**config.mk**
```make
export PLATFORM = sky130hd
export DESIGN_NAME = sfd_detect
export DESIGN_NICKNAME = d
export VERILOG_FILES = /design/src/rtl/sfd_pkg.sv /design/src/rtl/sfd_history.sv /design/src/rtl/sfd_match.sv /design/src/rtl/sfd_ctrl.sv /design/src/rtl/sfd_detect.sv
export SDC_FILE = /design/constraint.sdc
export NUM_CORES = 1
export LEC_CHECK = 0
export BUFFER_PORTS_ARGS = -buffer_cell sky130_fd_sc_hd__buf_2
export CAP_MARGIN = 25
export CORE_MARGIN = 2
export CORE_UTILIZATION = 56
export CTS_BUF_LIST = sky130_fd_sc_hd__clkbuf_4
export CTS_CLUSTER_SIZE = 30
export DETAILED_ROUTE_END_ITERATION = 10
export HOLD_SLACK_MARGIN = 0.02
export PLACE_DENSITY = 0.81
export RECOVER_POWER = 100
export REMOVE_ABC_BUFFERS = 1
export SLEW_MARGIN = 15
export SYNTH_ARGS = -nofsm -noshare
export SYNTH_HDL_FRONTEND = slang
export SYNTH_HIERARCHICAL = 1
export SYNTH_SLANG_ARGS = --single-unit
```
**constraint.sdc**
```tcl
create_clock -name clk -period 1.7 [get_ports clk]
set_input_delay 0.085 -clock clk [delete_from_list [all_inputs] [get_ports clk]]
set_output_delay 0.085 -clock clk [all_outputs]
set_load 0.01 [all_outputs]
```
**src/rtl/sfd_pkg.sv**
```systemverilog
// Shared constants and types for the delimiter detector.
// Assumes nibble bit 0 is the first bit on the wire.
package sfd_pkg;
    localparam int unsigned NIB_W    = 4;
    localparam int unsigned WIN_LEN  = 16;          // nibbles in the full check window
    localparam int unsigned HIST_LEN = WIN_LEN - 1; // stored stages; the live nibble completes the window
    localparam logic [NIB_W-1:0] PRE_NIB = 4'h5;
    localparam logic [NIB_W-1:0] SFD_NIB = 4'hD;

    typedef enum logic [1:0] {
        ST_IDLE  = 2'd0,
        ST_PRE   = 2'd1,
        ST_FRAME = 2'd2,
        ST_WAIT  = 2'd3
    } sfd_state_t;
endpackage

```
**src/rtl/sfd_history.sv**
```systemverilog
// Per-bit serial-in parallel-out nibble history.
// Stage 0 holds the newest stored nibble. Every stage is cleared on reset and
// on any cycle with the qualifier low, so the window only ever holds nibbles
// of the current frame.
module sfd_history #(
    parameter int unsigned W     = 4,
    parameter int unsigned DEPTH = 15
) (
    input  logic                     clk,
    input  logic                     rst_n,
    input  logic                     dv_i,
    input  logic [W-1:0]             nib_i,
    output logic [W-1:0][DEPTH-1:0]  hist_o
);
    for (genvar b = 0; b < W; b++) begin : g_bit
        logic [DEPTH-1:0] sr;
        // Shift one data line into its own history, or clear it outside a frame.
        always_ff @(posedge clk) begin
            if (!rst_n || !dv_i) sr <= '0;
            else                 sr <= {sr[DEPTH-2:0], nib_i[b]};
        end
        assign hist_o[b] = sr;
    end
endmodule

```
**src/rtl/sfd_match.sv**
```systemverilog
// Window comparator. For each data line it forms the window from the stored
// stages plus the live bit, and checks it against the expected preamble then
// delimiter pattern (a wide AND with the expected-zero positions inverted).
module sfd_match #(
    parameter int unsigned      W     = 4,
    parameter int unsigned      DEPTH = 15,
    parameter logic [W-1:0]     PRE   = 4'h5,
    parameter logic [W-1:0]     SFD   = 4'hD
) (
    input  logic [W-1:0][DEPTH-1:0] hist_i,
    input  logic [W-1:0]            nib_i,
    output logic                    match_o
);
    logic [W-1:0] bit_ok;

    for (genvar b = 0; b < W; b++) begin : g_cmp
        localparam logic [DEPTH:0] EXP = {{DEPTH{PRE[b]}}, SFD[b]};
        logic [DEPTH:0] win;
        assign win       = {hist_i[b], nib_i[b]};
        // All window positions agree with the expected value for this line.
        assign bit_ok[b] = &(~(win ^ EXP));
    end

    assign match_o = &bit_ok;
endmodule

```
**src/rtl/sfd_ctrl.sv**
```systemverilog
// Frame-start controller. It arms matching only from the qualifier's rising
// edge until the first delimiter or a broken preamble, then waits for the
// qualifier to fall. The detect pulse and the frame flag are registered.
module sfd_ctrl
    import sfd_pkg::*;
(
    input  logic             clk,
    input  logic             rst_n,
    input  logic             dv_i,
    input  logic [NIB_W-1:0] nib_i,
    input  logic             match_i,
    output logic             sof_o,
    output logic             in_frame_o
);
    sfd_state_t state_q, state_d;
    logic       dv_q;
    logic       sof_d;

    // Next-state choice for the frame-start sequence.
    always_comb begin
        state_d = state_q;
        sof_d   = 1'b0;
        unique case (state_q)
            ST_IDLE: begin
                if (dv_i) state_d = (!dv_q && nib_i == PRE_NIB) ? ST_PRE : ST_WAIT;
            end
            ST_PRE: begin
                if (!dv_i) begin
                    state_d = ST_IDLE;
                end else if (match_i) begin
                    state_d = ST_FRAME;
                    sof_d   = 1'b1;
                end else if (nib_i != PRE_NIB) begin
                    state_d = ST_WAIT;
                end
            end
            ST_FRAME, ST_WAIT: begin
                if (!dv_i) state_d = ST_IDLE;
            end
            default: state_d = ST_IDLE;
        endcase
    end

    // State, qualifier history and registered outputs.
    always_ff @(posedge clk) begin
        if (!rst_n) begin
            state_q <= ST_IDLE;
            dv_q    <= 1'b1;   // a qualifier already high at release is not a frame start
            sof_o   <= 1'b0;
        end else begin
            state_q <= state_d;
            dv_q    <= dv_i;
            sof_o   <= sof_d;
        end
    end

    assign in_frame_o = (state_q == ST_FRAME);
endmodule

```
**src/rtl/sfd_detect.sv**
```systemverilog
// Top level of the delimiter detector. It ties the nibble history, the window
// comparator and the frame-start controller together. It assumes every input
// is synchronous to clk.
module sfd_detect
    import sfd_pkg::*;
(
    input  logic             clk,
    input  logic             rst_n,
    input  logic [NIB_W-1:0] nib_i,
    input  logic             dv_i,
    output logic             sof_o,
    output logic             in_frame_o
);
    logic [NIB_W-1:0][HIST_LEN-1:0] hist;
    logic                           win_match;

    sfd_history #(.W(NIB_W), .DEPTH(HIST_LEN)) u_hist (
        .clk    (clk),
        .rst_n  (rst_n),
        .dv_i   (dv_i),
        .nib_i  (nib_i),
        .hist_o (hist)
    );

    sfd_match #(.W(NIB_W), .DEPTH(HIST_LEN), .PRE(PRE_NIB), .SFD(SFD_NIB)) u_match (
        .hist_i  (hist),
        .nib_i   (nib_i),
        .match_o (win_match)
    );

    sfd_ctrl u_ctrl (
        .clk        (clk),
        .rst_n      (rst_n),
        .dv_i       (dv_i),
        .nib_i      (nib_i),
        .match_i    (win_match),
        .sof_o      (sof_o),
        .in_frame_o (in_frame_o)
    );
endmodule

```
==> metrics.md, run 1 <==
| Metric | Value |
|---|---|
| Outcome | `finished, violations left` |
| Failing checks | `setup timing` |
| Crit. End Element | `register` |
| Critical Path Source | `u_hist/g_bit[3].sr[4]` |
| Vias in the first global route | `1,195` |
| Setup TNS | `-0.955 ns` |
| Relative slew slack | `59.3%` |
| Num CTS Buffers | `9` |
| Number of fill cells | `242` |
| Worst slew pin tran | `0.611 ns` |
| Crit-path cells | `or4_1 > or4_4 > nor4_4 > and3b_2 > nor2b_4` |
| Dpl cell area | `2100 sq um` |
| Commonest non-fill, non-tap cell in the layout | `dfxtp_1` |
| Critical Path AT | `2.38 ns` |
| Pins Over Slew Limit | `0` |
| Final Hold Vio Count | `0` |
| Area Growth Syn to Fin | `10.8%` |
| TritonCTS clock tree | `built` |
| Antenna violations before repair | `0` |
| H-Tree Depth | `3` |
| Most frequent cells in the layout | `62 x dfxtp_1, 60 x and3_2, 10 x clkbuf_4` |
| CP max stage delay | `0.51 ns` |
| WL final | `3270 um` |
| Flop-to-flop setup slack | `-0.34 ns` |
| GRT overflow | `0` |
| Post-layout util | `66.0%` |
| Worst setup margin | `-0.339 ns` |
| Wire per inst | `14.3 um` |
| Crit path max fanout | `2` |
| Initial drt markers | `33` |
| LEAKAGE | `1.05 nW` |
| Total GRT Usage | `18.7%` |
| Antenna-violating nets left | `0` |
| Largest net degree at the start of global routing | `54` |
| Setup crit start kind | `register` |
| Height of the die | `64.1 um` |
| Die footprint | `4100 sq um` |
| Fmax | `490 MHz` |
| Worst Path Required | `2.04 ns` |
| Initial DRT Pass Iterations | `4` |
| Post-DP HPWL | `2170 um` |
| PortBufs | `8` |
| Clk pin slew, worst setup/hold paths | `0.09 ns` |
| Antenna Cells | `0` |
| R2R cell count | `5` |
| Netlist area before placement | `2020 sq um` |
| Pwr/cell area | `1030 nW/um^2` |
| Post-synth cell types | `20` |
| Type of the tightest min-delay check | `input port to register` |
| Max rail drop VDD | `0.694 mV` |
| CTS Root Buffer Type | `clkbuf_4` |
| Clock Path Buffers | `2` |
| Unrepaired setup endpoints after global routing | `true` |
| Crit path max-delay family | `simple AND/OR/NAND/NOR gates` |
| Final period util | `120%` |
| Sequential-to-total area share from yosys stat | `63.4%` |
| Chip Width | `64.1 um` |
| Vias | `1,245` |
| Number of synthesized register bits | `64` |
| RR Startpoint | `u_hist/g_bit[3].sr[4]` |
| Setup Crit Path Kind | `register to register` |
| Mean Syn Cell Area | `12.2 sq um` |
| I/O Pins | `9` |
| Count of final setup violators | `3` |
| Slowest-stage cell, CP | `or4_1` |
| Tmin final | `2.04 ns` |
| Site Rows | `21` |
| Global-route wire length before repair | `5570 um` |
| Gate Count Post-Synth | `166` |
| Initial Util | `59.6%` |
| Share of cells above drive strength 1 | `50.8%` |
| WP depth | `5` |
| Max-cap violations | `0` |
| Post-layout nets | `188` |
| DRC | `0` |
| Via density per instance | `5.44` |
| Num Clock Sinks | `64` |
| Core Area | `3390 sq um` |
| Ys Warns | `6` |
| Worst reg2reg endpoint | `u_ctrl/sof_o` |
| Final GP Congestion | `0.794` |
| Setup Skew | `0.0103 ns` |
| Latest clock arrival within the worst-skew pair | `0.39 ns` |
| Critical path destination | `u_ctrl/sof_o` |
| Bufs and invs on worst path | `0` |
| Design Area, Final | `2240 sq um` |
-- flip-flops by register name (all words and copies together) (netlist names) --
| name | flops |
|---|---|
| u_hist/g_bit.sr | 60 |
| u_ctrl/state_q | 2 |
| u_ctrl/dv_q | 1 |
| u_ctrl/sof_o | 1 |
-- metal layers --
metal / global-route usage [%] / vias to the layer above / part of all wire (%) / routed length (um)
met5: 0 / - / 0 / 0
met3: 6.34 / 10 / 3.3 / 107
met1: 23.9 / 588 / 49 / 1600
met4: 13.9 / 0 / 3.7 / 121
li1: - / 629 / - / -
met2: 25.9 / 18 / 44 / 1440
-- power by group --
part           total, mW  leakage (nW)  internal (mW)  switching (mW)
combinational     0.0723         0.478         0.0284          0.0439
sequential          1.51         0.518           1.51         0.00533
clock              0.726        0.0531          0.282           0.445
-- metrics by stage --
step | hold slack (ns) | setup WS [ns] | power (mW) | std cells
after floorplan | 0.158 | -0.202 | 1.56 | 154
after global placement | 0.316 | -0.254 | 1.61 | 213
after detailed placement | 0.329 | -0.370 | 1.62 | 213
after CTS | 0.0607 | -0.319 | 2.34 | 228
after global routing | 0.0782 | -0.427 | 2.42 | 229
final | 0.0793 | -0.339 | 2.31 | 229
-- worst min-delay path, delay by kind of cell --
| kind | cells | cell delay, ns |
|---|---|---|
| buffers and inverters | 2 | 0.18 |
| and+or+nand+nor | 1 | 0.16 |
-- cells in the mapped netlist (all sizes together) --
master / n / area share [%]
mux2i: 1 / 0.50
nand2b: 1 / 0.31
and3: 60 / 22
nor3: 1 / 0.25
a31oi: 1 / 0.31
nor4: 6 / 2.2
nand4: 7 / 2.2
or4bb: 2 / 1.1
and3b: 1 / 0.43
or4: 3 / 1.1
dfxtp: 64 / 63
nand2: 1 / 0.19
nor2b: 2 / 0.62
nor4bb: 1 / 0.50
and4: 1 / 0.43
buf: 6 / 1.5
and4b: 1 / 0.50
nor4b: 1 / 0.74
clkbuf: 6 / 1.5
-- kinds of logic (layout without fill, tap and decap cells) --
group / after synthesis / count (layout) / share of synthesized area (%)
AND/OR/NAND/NOR: 88 / 88 / 32.8
buffers and inverters: 12 / 29 / 2.97
multiplexers: 1 / 1 / 0.495
AO/OA/AOI/OAI: 1 / 1 / 0.310
flip-flops: 64 / 64 / 63.4
-- repair_timing --
item / 4_1_cts / 5_1_grt
endpoints found under the setup margin: 3 / 3
setup buffers: 0 / 1
pin swaps: 6 / 5
hold buffers: 2 / 0
hold endpoints to repair: 3 / 0
resized for setup: 4 / 4
-- worst min-delay path by stage --
stage | start | to | slack [ns] | cells after the start
CTS | nib_i[0] | u_hist/g_bit[0].sr[0] | 0.06 | 3
detailed placement | nib_i[2] | u_ctrl/state_q[1] | 0.33 | 2
floorplan | rst_n | u_ctrl/dv_q | 0.16 | 1
global placement | nib_i[2] | u_ctrl/state_q[1] | 0.32 | 2
finish | nib_i[3] | u_hist/g_bit[3].sr[0] | 0.08 | 3
global route | nib_i[3] | u_hist/g_bit[3].sr[0] | 0.08 | 3
-- layout make-up --
cell class / instances / area, sq um / share of cell area (%)
Clock buffer: 10 / 75.1 / 3.35
Tap cell: 46 / 57.6 / 2.57
Multi-Input combinational cell: 90 / 704 / 31.5
Sequential cell: 64 / 1280 / 57.4
Timing Repair Buffer: 16 / 105 / 4.70
Clock inverter: 3 / 12.5 / 0.559
Note: power is estimated with default switching activity, not from simulation.
==> run 2, diff against run 1 <==
CORE_UTILIZATION = 55   (was 56)
PLACE_DENSITY = 0.8   (was 0.81)
SYNTH_HIERARCHICAL = default   (was 1)
==> run 2 against run 1 <==
The run now ends clean. Die area decreased by 3.0%. Count of clock-buffer cells in the layout unchanged. Via count increased by 1.2%. Clock skew decreased by 0.0046 ns. Routed wire length decreased by 1.6%. Sequential share of layout area increased by 2.7 points.
==> metrics.md, run 2 <==
| Metric | Value |
|---|---|
| Largest net degree at the start of global routing | `30 (was 54)` |
| Post-layout nets | `190 (was 188)` |
| Setup Crit Path Kind | `register to register (unchanged)` |
| Fmax | `624 MHz (was 490 MHz)` |
| Height of the die | `63.1 um (was 64.1 um)` |
| Chip Width | `63.1 um (was 64.1 um)` |
| Outcome | `complete, no violations (was finished, violations left)` |
| Clock Path Buffers | `2 (unchanged)` |
| Hold Path End | `u_hist.g_bit[2].sr[0] (was u_hist/g_bit[3].sr[0])` |
| R2R cell count | `4 (was 5)` |
| Share of cells above drive strength 1 | `10.6% (was 50.8%)` |
| Post-DP HPWL | `2090 um (was 2170 um)` |
| Clk pin slew, worst setup/hold paths | `0.09 ns (about the same)` |
| Switch share | `22.4% (was 21.4%)` |
| Max-cap violations | `0 (unchanged)` |
| DRC | `0 (unchanged)` |
| Antenna Cells | `0 (unchanged)` |
| Critical Path Source | `u_hist.g_bit[3].sr[9] (was u_hist/g_bit[3].sr[4])` |
| Wire per inst | `13.7 um (was 14.3 um)` |
| Total GRT Usage | `19.0% (was 18.7%)` |
| PortBufs | `8 (unchanged)` |
| I/O Pins | `9 (unchanged)` |
| Area Growth Syn to Fin | `11.0% (was 10.8%)` |
| Clock power frac | `32.9% (was 31.4%)` |
| Setup TNS | `0 ns (was -0.955 ns)` |
| Type of the tightest min-delay check | `input port to register (unchanged)` |
| Pins Over Slew Limit | `0 (unchanged)` |
| Worst Path Required | `2.03 ns (was 2.04 ns)` |
| Sequential cell area | `1280 sq um (about the same)` |
| Vias in the first global route | `1,240 (was 1,195)` |
| Crit. End Element | `register (unchanged)` |
| Most common cell in the netlist | `dfxtp_1 (unchanged)` |
| Pwr/cell area | `1100 nW/um^2 (was 1030 nW/um^2)` |
| Relative slew slack | `41.7% (was 59.3%)` |
| Flop-to-flop setup slack | `0.1 ns (was -0.34 ns)` |
| Global-route wire length before repair | `5620 um (was 5570 um)` |
| Final Hold Vio Count | `0 (unchanged)` |
| Num CTS Buffers | `9 (unchanged)` |
| Number of fill cells | `271 (was 242)` |
| Max rail drop VDD | `0.767 mV (was 0.694 mV)` |
| Setup crit start kind | `register (unchanged)` |
| Vias | `1,260 (was 1,245)` |
| Site Rows | `21 (unchanged)` |
| Antenna-violating nets left | `0 (unchanged)` |
| Sequential cell fraction of total power | `64.3% (was 65.5%)` |
| Initial DRT Pass Iterations | `4 (unchanged)` |
| Initial drt markers | `27 (was 33)` |
| Largest regs | `u_hist.g_bit.sr: 60 flops, u_ctrl.state_q: 2 flops (was u_hist/g_bit.sr: 60 flops, u_ctrl/state_q: 2 flops)` |
| Number of synthesized flops with an enable pin | `0 (unchanged)` |
| Crit path max fanout | `2 (unchanged)` |
| Number of flip-flops in the largest register | `60 (unchanged)` |
| Commonest non-fill, non-tap cell in the layout | `dfxtp_1 (unchanged)` |
| Yosys top cell area share | `66.7% (was 63.4%)` |
| Internal power | `1.83 mW (was 1.82 mW)` |
| Critical Path AT | `1.94 ns (was 2.38 ns)` |
| Count of final setup violators | `0 (was 3)` |
| LEAKAGE | `1.05 nW (about the same)` |
| Gate Count Post-Synth | `168 (was 166)` |
| Worst reg2reg endpoint | `u_ctrl.sof_o (was u_ctrl/sof_o)` |
| FFs w/ async S/R, synth | `0% (unchanged)` |
| Via density per instance | `5.38 (was 5.44)` |
| Latest clock arrival within the worst-skew pair | `0.39 ns (about the same)` |
| TritonCTS clock tree | `built (unchanged)` |
| Number of synthesized register bits | `64 (unchanged)` |
| Final GP Congestion | `0.739 (was 0.794)` |
| WL final | `3210 um (was 3270 um)` |
| Synth cell count leaders | `64 x dfxtp_1, 59 x and3_1, 12 x clkbuf_1, 6 x nor4_1, 5 x nand4_1 (was 64 x dfxtp_1, 60 x and3_2, 7 x nand4_1, 6 x buf_2, 6 x clkbuf_2)` |
| CTS Root Buffer Type | `clkbuf_4 (unchanged)` |
| Worst slew pin tran | `0.875 ns (was 0.611 ns)` |
| Top reg by flops | `u_hist.g_bit.sr (was u_hist/g_bit.sr)` |
| Num Clock Sinks | `64 (unchanged)` |
| Sw Pwr | `0.527 mW (was 0.494 mW)` |
| Post-CTS Setup Bufs | `0 (unchanged)` |
| Most frequent cells in the layout | `64 x dfxtp_1, 59 x and3_1, 10 x clkbuf_4 (was 62 x dfxtp_1, 60 x and3_2, 10 x clkbuf_4)` |
| Antenna violations before repair | `0 (unchanged)` |
| Cells on Worst Hold Path | `2 (was 3)` |
| Hold_sp | `dv_i (was nib_i[3])` |
| Mean Syn Cell Area | `11.4 sq um (was 12.2 sq um)` |
| Combinational Power Share | `2.8% (was 3.1%)` |
| Ys Warns | `0 (was 6)` |
| Leading post-synthesis cells by cell area | `dfxtp_1 67%, and3_1 19%, clkbuf_1 2.3%, nor4bb_1 2.1%, nor4_1 2.0% (was dfxtp_1 63%, and3_2 22%, nand4_1 2.2%, nor4_1 1.5%, buf_2 1.5%)` |
| Area occupied by multi-input gates | `591 sq um (was 704 sq um)` |
| Unrepaired setup endpoints after global routing | `false (was true)` |
| Most used DFF post-synth | `dfxtp_1 (unchanged)` |
| Yosys top cell by area | `dfxtp_1 (unchanged)` |
| Netlist area before placement | `1920 sq um (was 2020 sq um)` |
| Post-synth cell types | `21 (was 20)` |
| RR Startpoint | `u_hist.g_bit[3].sr[9] (was u_hist/g_bit[3].sr[4])` |
| Final period util | `94.3% (was 120%)` |
| Tmin final | `1.60 ns (was 2.04 ns)` |
| Sequential-to-total area share from yosys stat | `66.7% (was 63.4%)` |
| Die footprint | `3980 sq um (was 4100 sq um)` |
| H-Tree Depth | `3 (unchanged)` |
| Setup Skew | `0.00572 ns (was 0.0103 ns)` |
| Hold WS | `0.148 ns (was 0.0793 ns)` |
| Core Area | `3340 sq um (was 3390 sq um)` |
| Initial Util | `57.6% (was 59.6%)` |
| GRT overflow | `0 (unchanged)` |
-- run 2: area by class of cell --
type                            instances  area share [%]
Tap cell                               46            2.70
Multi-Input combinational cell         91            27.7
Timing Repair Buffer                   16            4.58
Inverter                                1           0.176
Clock inverter                          6            1.23
Sequential cell                        64            60.1
Clock buffer                           10            3.52
-- run 2: power groups by stage --
| stage | registers (mW) | logic [mW] | clock network, mW |
|---|---|---|---|
| 2_1_floorplan | 1.55 | 0.0133 | 0 |
| 6_report | 1.51 | 0.0663 | 0.775 |
| 5_1_grt | 1.52 | 0.0738 | 0.877 |
| 3_3_place_gp | 1.55 | 0.0577 | 0 |
| 3_5_place_dp | 1.55 | 0.0610 | 0 |
| 4_1_cts | 1.51 | 0.0681 | 0.800 |
-- run 2: worst max-delay path by stage --
stage / slack (ns) / end
after floorplan: 0.24 / u_ctrl.state_q[0]
after global placement: 0.18 / u_ctrl.state_q[0]
after detailed placement: 0.11 / u_ctrl.sof_o
after CTS: 0.09 / u_ctrl.sof_o
after global routing: 0.04 / u_ctrl.state_q[0]
final: 0.1 / u_ctrl.sof_o
-- run 2: cell families after synthesis --
| kind of cell | count (synthesis) | synth area share (%) |
|---|---|---|
| compound gates | 3 | 0.912 |
| buf+inv | 13 | 2.54 |
| flops | 64 | 66.7 |
| simple gates | 88 | 29.8 |
-- run 2: stage by stage --
stage	cells	total power, mW	cell area [sq um]	util (%)	setup WS (ns)
after floorplan	156	1.56	1880	-	0.242
after global placement	214	1.61	2000	60.0	0.176
after detailed placement	214	1.61	2000	60.0	0.109
after CTS	234	2.38	2140	64.3	0.0909
after global routing	234	2.47	2130	63.9	0.0436
final	234	2.35	2130	63.9	0.0968
-- run 2: what timing repair did --
action	in CTS	in global routing
setup endpoints to repair	0	0
hold buffers	4	0
hold endpoints to repair	5	0
resized for setup	0	0
-- run 2: worst max-delay path, stage by stage, from the launching register on --
cell and delay [ns]:
dfxtp_1 0.31, nand4b_1 0.16, or4_1 0.53, nor4_1 0.34
and3b_1 0.21
-- run 2: routing by layer --
layer / wire length [um] / vias to the layer above / global-route usage, %
met4: 81 / 0 / 11.7
met1: 1530 / 596 / 23.1
met5: 0 / - / 0
li1: - / 638 / -
met3: 128 / 6 / 8.04
met2: 1480 / 20 / 27.9
